## config.mk

```make
export PLATFORM = sky130hd
export DESIGN_NAME = devs_atomic_seq
export DESIGN_NICKNAME = d
export VERILOG_FILES = /design/src/rtl/devs_seq_pkg.sv /design/src/rtl/devs_life_timer.sv /design/src/rtl/devs_port_latch.sv /design/src/rtl/devs_trans_sel.sv /design/src/rtl/devs_atomic_seq.sv
export SDC_FILE = /design/constraint.sdc
export NUM_CORES = 1
export LEC_CHECK = 0
export CORE_UTILIZATION = 47
export DETAILED_ROUTE_END_ITERATION = 7
export HOLD_SLACK_MARGIN = 0.05
export PLACE_DENSITY = 0.75
export SLEW_MARGIN = 20
export SYNTH_ARGS = -nofsm -noshare
export SYNTH_HDL_FRONTEND = slang
export SYNTH_SLANG_ARGS = --single-unit
```

## constraint.sdc

```tcl
create_clock -name clk -period 1.9 [get_ports clk]
set_clock_uncertainty 0.2 [all_clocks]
set_input_delay 0.285 -clock clk [delete_from_list [all_inputs] [get_ports clk]]
set_output_delay 0.285 -clock clk [all_outputs]
set_load 0.01 [all_outputs]
```

## src/rtl/devs_seq_pkg.sv

```systemverilog
package devs_seq_pkg;
  typedef enum logic [1:0] {
    ACT_PASS = 2'd0,
    ACT_INT  = 2'd1,
    ACT_EXT  = 2'd2
  } devs_act_e;
endpackage

```

## src/rtl/devs_life_timer.sv

```systemverilog
module devs_life_timer #(
  parameter int TA_W = 6,
  parameter logic [TA_W-1:0] INIT_TA = '0
) (
  input  logic            clk,
  input  logic            rst_n,
  input  logic            load,
  input  logic [TA_W-1:0] load_ta,
  output logic            imm
);
  localparam logic [TA_W-1:0] TA_INF = '1;
  localparam logic [TA_W-1:0] TA_ONE = TA_W'(1);

  logic [TA_W-1:0] cnt_q;
  logic            run_q;

  // A new lifetime either arms the counter, sets imminent at once, or parks.
  always_ff @(posedge clk) begin
    if (!rst_n || load) begin
      automatic logic [TA_W-1:0] v = rst_n ? load_ta : INIT_TA;
      cnt_q <= v;
      run_q <= (v != TA_INF) && (v != '0);
      imm   <= (v == '0);
    end else if (run_q) begin
      cnt_q <= cnt_q - TA_ONE;
      if (cnt_q == TA_ONE) begin
        run_q <= 1'b0;
        imm   <= 1'b1;
      end
    end
  end
endmodule

```

## src/rtl/devs_port_latch.sv

```systemverilog
module devs_port_latch #(
  parameter int NP = 2
) (
  input  logic          clk,
  input  logic          rst_n,
  input  logic          flush,
  input  logic [NP-1:0] strobe,
  input  logic [NP-1:0] listen,
  output logic [NP-1:0] pend
);
  for (genvar p = 0; p < NP; p++) begin : g_port
    always_ff @(posedge clk) begin
      if (!rst_n || flush) pend[p] <= 1'b0;
      else if (strobe[p] && listen[p]) pend[p] <= 1'b1;
    end
  end
endmodule

```

## src/rtl/devs_trans_sel.sv

```systemverilog
module devs_trans_sel
  import devs_seq_pkg::*;
#(
  parameter int NS = 4,
  parameter int NP = 2,
  parameter int SW = 2,
  parameter bit INT_FIRST = 1'b1,
  parameter logic [NS*SW-1:0]    INT_NEXT = '0,
  parameter logic [NS*NP*SW-1:0] EXT_NEXT = '0
) (
  input  logic [SW-1:0] state,
  input  logic          imm,
  input  logic          spoken,
  input  logic [NP-1:0] pend,
  input  logic          mv_grant,
  output devs_act_e     act,
  output logic [SW-1:0] next_state
);
  int  ext_port;
  logic ext_hit, int_ok;

  always_comb begin
    ext_port = 0;
    for (int p = NP - 1; p >= 0; p--) begin
      if (pend[p]) ext_port = p;
    end
    ext_hit = |pend;
    int_ok  = imm && spoken;
    act     = ACT_PASS;
    if (mv_grant) begin
      if (int_ok && (INT_FIRST || !ext_hit)) act = ACT_INT;
      else if (ext_hit)                      act = ACT_EXT;
    end
    case (act)
      ACT_INT: next_state = INT_NEXT[int'(state)*SW +: SW];
      ACT_EXT: next_state = EXT_NEXT[(int'(state)*NP + ext_port)*SW +: SW];
      default: next_state = state;
    endcase
  end
endmodule

```

## src/rtl/devs_atomic_seq.sv

```systemverilog
module devs_atomic_seq
  import devs_seq_pkg::*;
#(
  parameter int NS = 4,
  parameter int NP = 2,
  parameter int TA_W = 6,
  parameter int INIT_STATE = 0,
  parameter bit INT_FIRST = 1'b1,
  parameter logic [NS*TA_W-1:0]  TA_TABLE = {6'd5, 6'd63, 6'd0, 6'd3},
  parameter logic [NS*2-1:0]     INT_NEXT = {2'd0, 2'd0, 2'd2, 2'd1},
  parameter logic [NS*NP*2-1:0]  EXT_NEXT = {2'd2, 2'd1, 2'd3, 2'd0, 2'd3, 2'd0, 2'd0, 2'd2},
  parameter logic [NS*NP-1:0]    LISTEN   = 8'b1111_1001,
  localparam int SW = (NS > 1) ? $clog2(NS) : 1
) (
  input  logic          clk,
  input  logic          rst_n,
  input  logic [NP-1:0] in_evt,
  input  logic          spk_grant,
  input  logic          mv_grant,
  output logic          out_evt,
  output logic          spoke,
  output logic          moved,
  output logic [SW-1:0] cur_state,
  output logic          imminent
);
  localparam logic [SW-1:0]   INIT_ST = SW'(INIT_STATE);
  localparam logic [TA_W-1:0] INIT_TA = TA_TABLE[INIT_STATE*TA_W +: TA_W];

  logic [SW-1:0] state_q, nxt;
  logic          spoken_q, imm, load;
  logic [NP-1:0] pend;
  devs_act_e     act;

  assign load = (act != ACT_PASS);

  devs_trans_sel #(
    .NS(NS), .NP(NP), .SW(SW), .INT_FIRST(INT_FIRST),
    .INT_NEXT(INT_NEXT), .EXT_NEXT(EXT_NEXT)
  ) u_sel (
    .state(state_q), .imm(imm), .spoken(spoken_q), .pend(pend),
    .mv_grant(mv_grant), .act(act), .next_state(nxt)
  );

  devs_life_timer #(.TA_W(TA_W), .INIT_TA(INIT_TA)) u_timer (
    .clk(clk), .rst_n(rst_n), .load(load),
    .load_ta(TA_TABLE[int'(nxt)*TA_W +: TA_W]), .imm(imm)
  );

  devs_port_latch #(.NP(NP)) u_ports (
    .clk(clk), .rst_n(rst_n), .flush(load), .strobe(in_evt),
    .listen(LISTEN[int'(state_q)*NP +: NP]), .pend(pend)
  );

  always_ff @(posedge clk) begin
    if (!rst_n) begin
      state_q  <= INIT_ST;
      spoken_q <= 1'b0;
      out_evt  <= 1'b0;
      spoke    <= 1'b0;
      moved    <= 1'b0;
    end else begin
      if (load) state_q <= nxt;
      if (load)                      spoken_q <= 1'b0;
      else if (spk_grant && imm)     spoken_q <= 1'b1;
      out_evt <= spk_grant && imm && !spoken_q;
      spoke   <= spk_grant;
      moved   <= mv_grant;
    end
  end

  assign cur_state = state_q;
  assign imminent  = imm;
endmodule

```

* Yosys cells after proc, flatten, opt, wreduce, memory -nomap -nowiden
Cells that the tools add are included.
** Storage, ports and cells
- Flip-flop bits (word level) :: 16
- Input port bits :: 6
- Output and inout port bits :: 6
- Logic and storage cells :: 54
** Operators by class
- Add/sub/neg operators :: 2
- Multipliers :: 1
- Equal/unequal tests :: 4
- Shift operators :: 4
- Mux-type cells :: 15
- Bitwise operators :: 1
- Reductions and logical operators :: 17
** Operators with widths (count)
- 16-bit by 32-bit indexed part select with 2-bit output, first input constant :: 1
- 4-bit by 31-bit adder with 31-bit output :: 1
- 24-bit by 6-bit indexed part select with 6-bit output, first input constant :: 1
- 6-bit two-way mux :: 3
- 8-bit by 4-bit indexed part select with 2-bit output, first input constant :: 2
- 1-bit two-way mux :: 8
- 6-bit by 1-bit equality test with 1-bit output, second input constant :: 1
- 1-bit logical AND :: 6
- 6-bit zero test :: 1
- 2-bit two-way mux :: 3
- 6-bit != test, second input constant :: 1
- 2-bit nonzero test :: 3
- 6-bit nonzero test :: 1
- 6-bit by 1-bit subtractor with 6-bit output, second input constant :: 1
- 2-bit by 2-bit multiplier with 4-bit output, second input constant :: 1
- 2-bit case mux with 2 select lines :: 1
- 2-bit OR reduction :: 2
- 2-bit by 1-bit equality test with 1-bit output, second input constant :: 1
- 2-bit equality test, second input constant :: 1
- 1-bit zero test :: 2
- 2-bit AND reduction :: 1
- 1-bit logical OR :: 1
- 1-bit NOT :: 1

* Logic depth before layout (Yosys ltp)
Gate-level depths: netlist of run 1.
- Word-level depth :: 12
- Depth in mapped cells :: 6
- Depth with buffers taken out :: 6

* Modules after synthesis
A second synthesis of run 1 with hierarchy kept.
** Unflattened totals
- Cells, all modules :: 98
- Area total of the unflattened synthesis :: 962.2 um2
** By module, submodules not included
- devs_life_timer :: times used 1, cells an instance 48, area an instance 515.5 um2, sequential area each 230.2 um2
- devs_atomic_seq :: times used 1, cells an instance 23, area an instance 231.5 um2, sequential area each 120.1 um2
- devs_trans_sel :: times used 1, cells an instance 20, area an instance 143.9 um2, sequential area each 0.0 um2
- devs_port_latch :: times used 1, cells an instance 7, area an instance 71.3 um2, sequential area each 40.0 um2

* Worst setup path before layout of run 1
No wires, ideal clock.
- Path type :: reg-to-reg
- Start point :: register u_timer.imm
- End point :: register u_timer.cnt_q[0], enable pin
- Library setup time :: 0.265 ns
- Arrival :: 1.563 ns
- Data required time :: 1.435 ns
- Path slack :: -0.128 ns
- Stages on the path, launching flop included :: 5
- Path buffers :: 0
- Period minus slack after synthesis :: 2.028 ns
- Cell sequence :: edfxtp_1 -> a21o_1 -> o21ai_2 -> nand2_1 -> or2_2
** On the way
- Word-level cells in the longest chain between the ends :: 6
** RTL lines
- start, declared :: RTL line devs_life_timer.sv:9 : output logic imm
- start signal, assigned :: RTL line devs_life_timer.sv:23 : imm <= (v == '0);
- 1-bit logical AND :: RTL line devs_trans_sel.sv:28 : int_ok = imm && spoken;
- 2-bit two-way mux :: RTL line devs_trans_sel.sv:31 : if (int_ok && (INT_FIRST || !ext_hit)) act = ACT_INT;
- 2-bit two-way mux :: RTL line devs_trans_sel.sv:30 : if (mv_grant) begin
- 2-bit nonzero test :: RTL line devs_atomic_seq.sv:34 : assign load = (act != ACT_PASS);
- 1-bit logical OR :: RTL line devs_life_timer.sv:19 : if (!rst_n || load) begin
- 2-bit nonzero test (no line)
- end signal, assigned :: RTL line devs_life_timer.sv:21 : cnt_q <= v;
- end signal, assigned :: RTL line devs_life_timer.sv:25 : cnt_q <= cnt_q - TA_ONE;
- end, declared :: RTL line devs_life_timer.sv:14 : logic [TA_W-1:0] cnt_q;
Every way passes these cells.
A chain may end at the register's enable or synchronous reset.

* Worst setup path in the final report of run 1
- Start point :: register u_timer.imm
- End point :: register u_timer.run_q
** On the way
- Word-level cells in the longest chain between the ends :: 11
- Elaborated cells between the ends (all ways) :: 15
- Classes of those cells :: 1 x mul; 3 x eq/ne; 1 x shift; 5 x mux; 5 x reduce/logical
** RTL lines
- 1-bit logical AND (*) :: RTL line devs_trans_sel.sv:28
- 2-bit two-way mux (*) :: RTL line devs_trans_sel.sv:31
- 2-bit two-way mux (*) :: RTL line devs_trans_sel.sv:30
- 2-bit equality test / 2-bit by 1-bit equality test with 1-bit output (equally long branches) :: RTL line devs_trans_sel.sv:34 : case (act)
- 2-bit case mux with 2 select lines :: RTL line devs_trans_sel.sv:34
- 2-bit by 2-bit multiplier with 4-bit output :: RTL line devs_atomic_seq.sv:46 : .load_ta(TA_TABLE[int'(nxt)*TA_W +: TA_W]), .imm(imm)
- 24-bit by 6-bit indexed part select with 6-bit output :: RTL line devs_atomic_seq.sv:46
- 6-bit two-way mux :: RTL line devs_life_timer.sv:20 : automatic logic [TA_W-1:0] v = rst_n ? load_ta : INIT_TA;
- 6-bit != test / 6-bit nonzero test (equally long branches) :: RTL line devs_life_timer.sv:22 : run_q <= (v != TA_INF) && (v != '0);
- 1-bit logical AND :: RTL line devs_life_timer.sv:22
- 1-bit two-way mux (*) :: RTL line devs_life_timer.sv:19
- end signal, assigned :: RTL line devs_life_timer.sv:22
- end, declared :: RTL line devs_life_timer.sv:15 : logic run_q;
Mark *: on every way between the ends. The rest lies on a longest branch, timed or not.

==> results.sh, run 1 <==
export IMPL_hold_buffers=0
export IMPL_syn_area_um2=893
export IMPL_syn_inst=99
export IMPL_cap_violations=0
export IMPL_hp_start="u_timer.run_q"
export IMPL_synth_ff_type="dfxtp_1"
export IMPL_cts_buffer_depth=2
export IMPL_crit_type="flip-flop to flip-flop"
export IMPL_maxSlewHeadroom_pct=76.3
export IMPL_slew_viol_final=0
export IMPL_total_power_w=0.000925
export IMPL_crit_family="compound AO/OA/AOI/OAI gates"
export IMPL_powerDensity_nw_per_um2=811
export IMPL_ys_top_cells_by_count="nand2_1 (10), nor2_1 (10), dfxtp_1 (9)"
export IMPL_cts_tree="done"
export IMPL_post_route_min_period_ns=1.82
export IMPL_yosys_area_top_type="edfxtp_1"
export IMPL_root_buffer="clkbuf_4"
export IMPL_cp_cell_sequence="buf_4, a21bo_2, a32oi_1, nand2_2, xnor2_1, o211ai_2"
export IMPL_core_area_um2=1750
export IMPL_drtIter0Drc=16
export IMPL_cpMaxStageDelayCell="edfxtp_1"
export IMPL_ir_drop_v=0.000410
export IMPL_post_route_util_pct=65.3
export IMPL_ys_seq_elements=16
export IMPL_hp_class="flip-flop to flip-flop"
export IMPL_grt_pass1_wl_mm=3.15
export IMPL_grt_use_total_pct=21.8
export IMPL_pre_cts_slack_ns=-0.189
export IMPL_cts_setup_buffers=0
export IMPL_clk_latency_ns=0.28
export IMPL_ant_nets=0
export IMPL_area_growth_synth_to_final_pct=27.6
export IMPL_rrSetupSlack_ns=0.08
export IMPL_ys_warnings_count=0
export IMPL_htreeDepth=1
export IMPL_n_antenna_cell=0
export IMPL_seqCellArea_um2=394
export IMPL_start_kind="flip-flop"
export IMPL_r2r_start="u_timer.imm"
export IMPL_tightest_slew_ns=0.352
export IMPL_timing_rr_end="u_timer.run_q"
export IMPL_critPathMaxFanout=6
export IMPL_crit_buf_inv=1
export IMPL_cp_depth=6
export IMPL_hold_viol_final=0
export IMPL_die_area_um2=2080
export IMPL_instances_no_fill=146
export IMPL_hpwl_mm=1.43
export IMPL_grt_max_degree=11
export IMPL_die_width_um=45.6
export IMPL_drcViolationCount=0
export IMPL_period_share_pct=95.7
export IMPL_cp_slowest_stage_delay_ns=0.40
export IMPL_gp_congestion=0.901
export IMPL_antenna_found_initial=0
export IMPL_finalSetupViolCount=0
export IMPL_synthArstFlopShare_pct=0
export IMPL_dp_cells=142
export IMPL_grt_pass1_vias=703
export IMPL_cts_resized=0
export IMPL_yosysTopAreaCellShare_pct=23.5
export IMPL_routed_wl_mm=1.97
export IMPL_io_buffers=11
export IMPL_hold_end="u_timer.run_q"
export IMPL_synth_cell_types=35
export IMPL_status="finished clean"
export IMPL_syn_nets=107
export IMPL_num_rows=15
export IMPL_fp_dieH_um=45.6
export IMPL_arrival_ns=1.80
export IMPL_fin_nets=130
export IMPL_fin_ws_ns=0.0818
export IMPL_clkSlewWorstSetupHoldPaths_ns=0.10
export IMPL_initial_core_util_pct=51.2
export IMPL_crit_required_ns=1.88
export IMPL_multiInputGateArea_um2=480
export IMPL_dr_total_vias=786
export IMPL_grt_overflow=0
export IMPL_seq_area_frac_synth_pct=43.7
export IMPL_syn_area_per_cell_um2=9.02
export IMPL_max_freq_mhz=550
export IMPL_leakage_nw=0.467
export IMPL_final_layout_size_suffix_gt1_share_pct=20.7
export IMPL_rsz0062_at_grt="no"
export IMPL_tns_ns=0
export IMPL_critPathCaptureType="flip-flop"
export IMPL_cts_inserted_buffers=3
export IMPL_synthTopCellsByArea="edfxtp_1 (24%), dfxtp_1 (20%), nand2_1 (4.2%), nor2_1 (4.2%), xnor2_1 (3.9%)"
export IMPL_drt_pass1_iter_count=4
export IMPL_fillCellCount=149
export IMPL_synth_edf_count=7
export IMPL_r2r_cells=6
export IMPL_cts_sinks=16
export IMPL_via_per_inst=5.38
export IMPL_min_path_cells=2
export IMPL_pin_count=12
export IMPL_wl_per_cell_um=13.5
-- routing by layer --
| layer | track usage [%] | wire, µm | part of all wire, % | up-vias |
|---|---|---|---|---|
| met5 | 0 | 0 | 0 | - |
| met4 | 11.5 | 40 | 2.0 | 0 |
| met3 | 3.97 | 127 | 6.5 | 4 |
| met2 | 30.9 | 877 | 45 | 34 |
| met1 | 31.1 | 920 | 47 | 359 |
| li1 | - | - | - | 389 |
-- worst reg2reg max path, delay by kind of cell, from the launching register on --
family,cells,cell delay (ns)
and+or+nand+nor,1,0.15
DFF,1,0.40
xor gates and xnor gates,1,0.24
buffers and inverters,1,0.17
AOI/OAI and AO/OA,3,0.55
-- cell type report --
cell class	instances	share of cell area, %
multi-input cells	74	42.2
flip-flops and latches	16	34.6
repair buffers	21	16.2
well taps	25	2.74
clock buffers	3	1.98
inverters	6	1.98
clock inverters	1	0.329
-- kinds of logic (layout without fill, tap and decap cells) --
kind of cell,Yosys count,count (layout),synth area share [%]
and+or+nand+nor,42,42,23.8
AOI/OAI and AO/OA,24,24,19.3
DFF,16,16,43.7
buffers and inverters,9,31,4.20
xor gates and xnor gates,5,5,4.90
adders and majority gates,2,2,2.80
muxes,1,1,1.26
-- sequential cells by signal (all words and copies together), names as in the netlist --
signal         cells
u_ports.pend       2
u_timer.cnt_q      6
u_timer.imm        1
spoken_q           1
moved              1
cur_state          2
u_timer.run_q      1
out_evt            1
spoke              1
-- worst max-delay path by stage --
stage / from / endpoint / slack (ns)
floorplan: u_timer.imm / u_timer.cnt_q[0] / -0.02
global placement: mv_grant / u_timer.cnt_q[0] / -0.16
detailed placement: mv_grant / u_timer.cnt_q[1] / -0.19
CTS: cur_state[0] / cur_state[0] / 0.03
global route: u_timer.imm / u_timer.cnt_q[0] / 0.02
finish: u_timer.imm / u_timer.run_q / 0.08
-- power by group --
group / total [W] / leakage (nW) / switching [W] / internal, W
clock: 0.000191 / 0.0154 / 0.000115 / 0.0000762
sequential: 0.000454 / 0.151 / 0.0000375 / 0.000416
combinational: 0.000280 / 0.301 / 0.000144 / 0.000136
total: 0.000925 / 0.467 / 0.000297 / 0.000628
-- cells in the final DEF (no fill, tap or decap), types with 3 or more instances in the layout --
| cell type | instances |
|---|---|
| xnor2_1 | 4 |
| nor2_1 | 10 |
| edfxtp_1 | 7 |
| dfxtp_1 | 6 |
| clkbuf_4 | 3 |
| nand3_1 | 4 |
| dfxtp_2 | 3 |
| and2_1 | 5 |
| buf_4 | 10 |
| inv_1 | 5 |
| nand2_1 | 8 |
| nor3_1 | 3 |
| a21oi_1 | 6 |
| clkdlybuf4s50_1 | 11 |
| o21ai_0 | 4 |
-- per-stage QoR --
stage          cell area (µm²)  hold slack, ns
5_1_grt                   1140           0.368
2_1_floorplan              906           0.222
4_1_cts                   1130           0.343
6_report                  1140           0.343
3_5_place_dp              1110           0.327
3_3_place_gp              1110           0.317
No activity file was read; power rests on OpenSTA's default activity.
==> inputs of run 2 (changes only) <==
CORE_MARGIN = 2   (was default)
==> run 2 against run 1 <==
Sequential power is essentially flat; highest routed layer unchanged; global-route usage shrank 3.4 points; cell count shrank 0.68%; first-iteration DRC count shrank 63%; sequential share of layout area shrank 0.14 points; power shrank 1.5%; non-clock buffer count shrank 1; combinational power shrank 2%; worst hold slack gained 0.0067 ns; via count shrank 1.3%; die area grew 9.0%; sequential cell count is the same.
==> results.sh, run 2 (synthesis gave the netlist of run 1 again) <==
export IMPL_whs_ns=0.350
export IMPL_area_growth_synth_to_final_pct=27.3
export IMPL_core_area_um2=1760
export IMPL_cts_buffer_depth=2
export IMPL_htreeDepth=1
export IMPL_antenna_found_initial=0
export IMPL_final_cell_mix="clkdlybuf4s50_1 (11), nor2_1 (10), buf_4 (9), nand2_1 (8), dfxtp_1 (8)"
export IMPL_root_buffer="clkbuf_4"
export IMPL_initial_core_util_pct=50.6
export IMPL_cts_inserted_buffers=3
export IMPL_pwr_share_clk_pct=20.6
export IMPL_arrival_ns=1.69
export IMPL_p_int_w=0.000627
export IMPL_timing_rr_end="u_timer.cnt_q[0]"
export IMPL_ant_nets=0
export IMPL_tightest_slew_ns=0.340
export IMPL_max_freq_mhz=541
export IMPL_num_rows=15
export IMPL_hp_class="flip-flop to flip-flop"
export IMPL_die_area_um2=2270
export IMPL_n_antenna_cell=0
export IMPL_startpoint="u_timer.imm"
export IMPL_cap_violations=0
export IMPL_p_seq_share_pct=49.5
export IMPL_status="finished clean"
export IMPL_wl_per_cell_um=12.5
export IMPL_drt_pass1_iter_count=5
export IMPL_swShare_pct=31.2
export IMPL_via_per_inst=5.35
export IMPL_hold_viol_final=0
export IMPL_drcViolationCount=0
export IMPL_routed_wl_mm=1.81
export IMPL_dr_total_vias=776
export IMPL_die_width_um=47.6
export IMPL_leakage_nw=0.469
export IMPL_drtIter0Drc=6
export IMPL_grt_overflow=0
export IMPL_p_comb_share_pct=30.0
export IMPL_critPathCaptureType="flip-flop"
export IMPL_crit_type="flip-flop to flip-flop"
export IMPL_cts_sinks=16
export IMPL_top_register="u_timer.cnt_q"
export IMPL_finalSetupViolCount=0
export IMPL_clk_latency_ns=0.29
export IMPL_fin_nets=129
export IMPL_ir_drop_v=0.000464
export IMPL_cts_tree="done"
export IMPL_largest_reg_flops=6
export IMPL_instances_no_fill=145
export IMPL_start_kind="flip-flop"
export IMPL_maxSlewHeadroom_pct=77.2
export IMPL_powerDensity_nw_per_um2=801
export IMPL_rsz0062_at_grt="no"
export IMPL_pin_count=12
export IMPL_fp_dieH_um=47.6
export IMPL_critPathMaxFanout=8
export IMPL_dp_cells=141
export IMPL_slew_viol_final=0
export IMPL_cp_endpoint="u_timer.cnt_q[0]"
export IMPL_hold_buffers=0
export IMPL_hpwl_mm=1.32
export IMPL_post_route_min_period_ns=1.85
export IMPL_r2r_cells=5
export IMPL_grt_pass1_wl_mm=2.88
export IMPL_total_power_w=0.000911
export IMPL_final_layout_size_suffix_gt1_share_pct=19.2
export IMPL_io_buffers=11
export IMPL_r2r_start="u_timer.imm"
export IMPL_crit_required_ns=1.74
export IMPL_grt_use_total_pct=18.4
export IMPL_period_share_pct=97.3
export IMPL_grt_pass1_vias=686
export IMPL_grt_max_degree=10
export IMPL_net_switching_power_w=0.000284
export IMPL_gp_congestion=0.824
export IMPL_clkSlewWorstSetupHoldPaths_ns=0.10
export IMPL_final_common_cell="clkdlybuf4s50_1"
export IMPL_rrSetupSlack_ns=0.05
-- run 2: cell count changes in the layout (fill, tap and decap cells not counted), sizes merged --
cell | before | now
buf | 10 | 9
-- run 2: worst min-delay path by stage --
stage                              from             to  slack [ns]  depth (start not counted)
final                     u_timer.run_q  u_timer.run_q        0.35                          2
after CTS                 u_timer.run_q  u_timer.run_q        0.35                          2
after detailed placement  u_timer.run_q  u_timer.run_q        0.34                          2
after floorplan                   rst_n          spoke        0.22                          1
after global routing      u_timer.run_q  u_timer.run_q        0.37                          2
after global placement    u_timer.run_q  u_timer.run_q        0.32                          2
-- run 2: area by class of cell --
type                       instances  area, µm²
fill                             168        627
multi-input combinational         74        488
sequential                        16        392
timing repair buffer              20        178
tap                               25       31.3
clock buffer                       3       22.5
inverter                           6       22.5
clock inverter                     1       3.75
-- run 2: layer usage --
layer  GRT usage (%)  vias up  share of wire [%]
li1                -      389                  -
met1            24.9      368                 50
met2            28.6       17                 46
met3            3.40        2                3.2
met4            8.11        0               0.83
met5               0        -                  0
-- run 2: metrics by stage --
| stage | util, % | area [µm²] | setup TNS, ns | setup slack (ns) |
|---|---|---|---|---|
| floorplan | - | 906 | -0.0272 | -0.0165 |
| global placement | 62.3 | 1100 | -0.526 | -0.162 |
| detailed placement | 62.3 | 1100 | -0.704 | -0.188 |
| CTS | 63.8 | 1130 | 0 | 0.0404 |
| global route | 64.5 | 1140 | 0 | 0.00436 |
| finish | 64.5 | 1140 | 0 | 0.0516 |
-- run 2: power groups by stage --
stage                     logic, W  registers, W  clock network (W)
after detailed placement  0.000265      0.000457                  0
after global routing      0.000304      0.000456           0.000207
after global placement    0.000262      0.000456                  0
after floorplan           0.000170      0.000460                  0
final                     0.000273      0.000451           0.000187
after CTS                 0.000268      0.000450           0.000189
-- run 2: critical path, cell delays in order, from the launching register on --
cell	delay, ns
edfxtp_1	0.42
a21o_1	0.19
buf_4	0.15
o21ai_4	0.25
nand2_2	0.12
or2_4	0.28
-- run 2: what timing repair did --
action / CTS / global route
setup buffers: 0 / 0
setup endpoints to repair: 0 / 4
gates resized for setup: 0 / 4
==> inputs of run 3 (changes only) <==
GPL_TIMING_DRIVEN = 0   (was default)
SLEW_MARGIN = 10   (was 20)
==> run 3 against run 2 <==
Die area unchanged; largest power group unchanged; maximum frequency shrank 0.10%; sequential share of layout area rose by 0.57 points; critical path depth grew 1; design area decreased by 1.3%; wire length rose by 7.8%; sequential power is 1% higher; largest cell class unchanged.
==> results.sh, run 3 (synthesis gave the netlist of run 1 again) <==
export IMPL_status="finished clean"
export IMPL_antenna_found_initial=0
export IMPL_area_growth_synth_to_final_pct=25.6
export IMPL_clkSlewWorstSetupHoldPaths_ns=0.10
export IMPL_fin_ws_ns=0.0498
export IMPL_cts_tree="done"
export IMPL_cp_slowest_stage_delay_ns=0.42
export IMPL_max_freq_mhz=540
export IMPL_drcViolationCount=0
export IMPL_total_power_w=0.000914
export IMPL_die_area_um2=2270
export IMPL_r2r_start="u_timer.imm"
export IMPL_grt_pass1_vias=611
export IMPL_cts_buffer_depth=2
export IMPL_arrival_ns=1.69
export IMPL_startpoint="u_timer.imm"
export IMPL_rsz0062_at_grt="no"
export IMPL_ant_nets=0
export IMPL_root_buffer="clkbuf_4"
export IMPL_cpMaxStageDelayCell="edfxtp_1"
export IMPL_finalSetupViolCount=0
export IMPL_crit_type="flip-flop to flip-flop"
export IMPL_cts_inserted_buffers=3
export IMPL_critPathCaptureType="flip-flop"
export IMPL_grt_max_degree=11
export IMPL_hp_class="input pin to flip-flop"
export IMPL_slew_viol_final=0
export IMPL_top_register="u_timer.cnt_q"
export IMPL_maxSlewHeadroom_pct=73.5
export IMPL_grt_use_total_pct=17.4
export IMPL_placed_area_um2=1040
export IMPL_cts_sinks=16
export IMPL_crit_buf_inv=1
export IMPL_hp_start="mv_grant"
export IMPL_pin_count=12
export IMPL_core_area_um2=1760
export IMPL_num_rows=15
export IMPL_ir_drop_v=0.000452
export IMPL_gp_congestion=0.837
export IMPL_period_share_pct=97.4
export IMPL_hpwl_mm=1.26
export IMPL_routed_wl_mm=1.95
export IMPL_wl_per_cell_um=13.6
export IMPL_crit_family="compound AO/OA/AOI/OAI gates"
export IMPL_post_route_util_pct=63.6
export IMPL_fin_nets=127
export IMPL_n_antenna_cell=0
export IMPL_drt_pass1_iter_count=6
export IMPL_grt_overflow=0
export IMPL_tightest_slew_ns=0.395
export IMPL_hold_buffers=0
export IMPL_leakage_nw=0.453
export IMPL_cp_cell_sequence="buf_4, nand2_1, nor2_1, o21a_1, o21ai_0, a21oi_1"
export IMPL_clk_latency_ns=0.29
export IMPL_via_per_inst=5.40
export IMPL_initial_core_util_pct=50.6
export IMPL_largest_reg_flops=6
export IMPL_final_cell_mix="nor2_1 (10), clkdlybuf4s50_1 (10), nand2_1 (8), dfxtp_1 (7), edfxtp_1 (7)"
export IMPL_cap_violations=0
export IMPL_hold_viol_final=0
export IMPL_pre_cts_slack_ns=-0.184
export IMPL_grt_pass1_wl_mm=2.73
export IMPL_drtIter0Drc=23
export IMPL_dr_total_vias=772
export IMPL_die_width_um=47.6
export IMPL_post_route_min_period_ns=1.85
export IMPL_final_layout_size_suffix_gt1_share_pct=20.3
export IMPL_start_kind="flip-flop"
export IMPL_crit_required_ns=1.74
export IMPL_final_area_um2=1120
export IMPL_io_buffers=10
export IMPL_powerDensity_nw_per_um2=815
export IMPL_critPathMaxFanout=6
export IMPL_htreeDepth=1
export IMPL_fp_dieH_um=47.6
run 3: final timing paths:
check                endpoint  slack [ns]  depth (start not counted)
min reg2reg     u_timer.run_q        0.35                          2
max reg2reg  u_timer.cnt_q[5]        0.05                          6
max          u_timer.cnt_q[5]        0.05                          6
min                     moved        0.26                          2
run 3: layout make-up:
type	count	area (µm²)
buffer	3	20.0
clock buffer	3	22.5
clock inverter	1	3.75
fill	155	642
inverter	6	23.8
multi-input combinational	74	490
sequential	16	393
tap	25	31.3
timing repair buffer	15	138
run 3: per-stage QoR:
stage	cells	setup TNS, ns	hold WS, ns
floorplan	99	-0.0272	0.222
global placement	134	-1.40	0.313
detailed placement	134	-1.42	0.322
CTS	140	0	0.261
global route	143	0	0.280
finish	143	0	0.256
run 3: per-layer routing:
metal  vias to the layer above  track usage, %  wire [µm]
li1                        384               -          -
met5                         -               0          0
met2                        20            24.9        906
met1                       362            25.8        948
met4                         0            6.49         31
met3                         6            3.40         66
run 3: timing repair:
action,in CTS,in global routing
pin swaps,2,3
endpoints found under the setup margin,9,15
gates resized for setup,1,8
hold endpoints to repair,0,0
setup buffers,2,3
run 3: report_power, final:
part	leakage [nW]	switching [W]	internal, W
clock network	0.0154	0.000109	0.0000763
logic	0.288	0.000140	0.000132
registers	0.150	0.0000410	0.000416
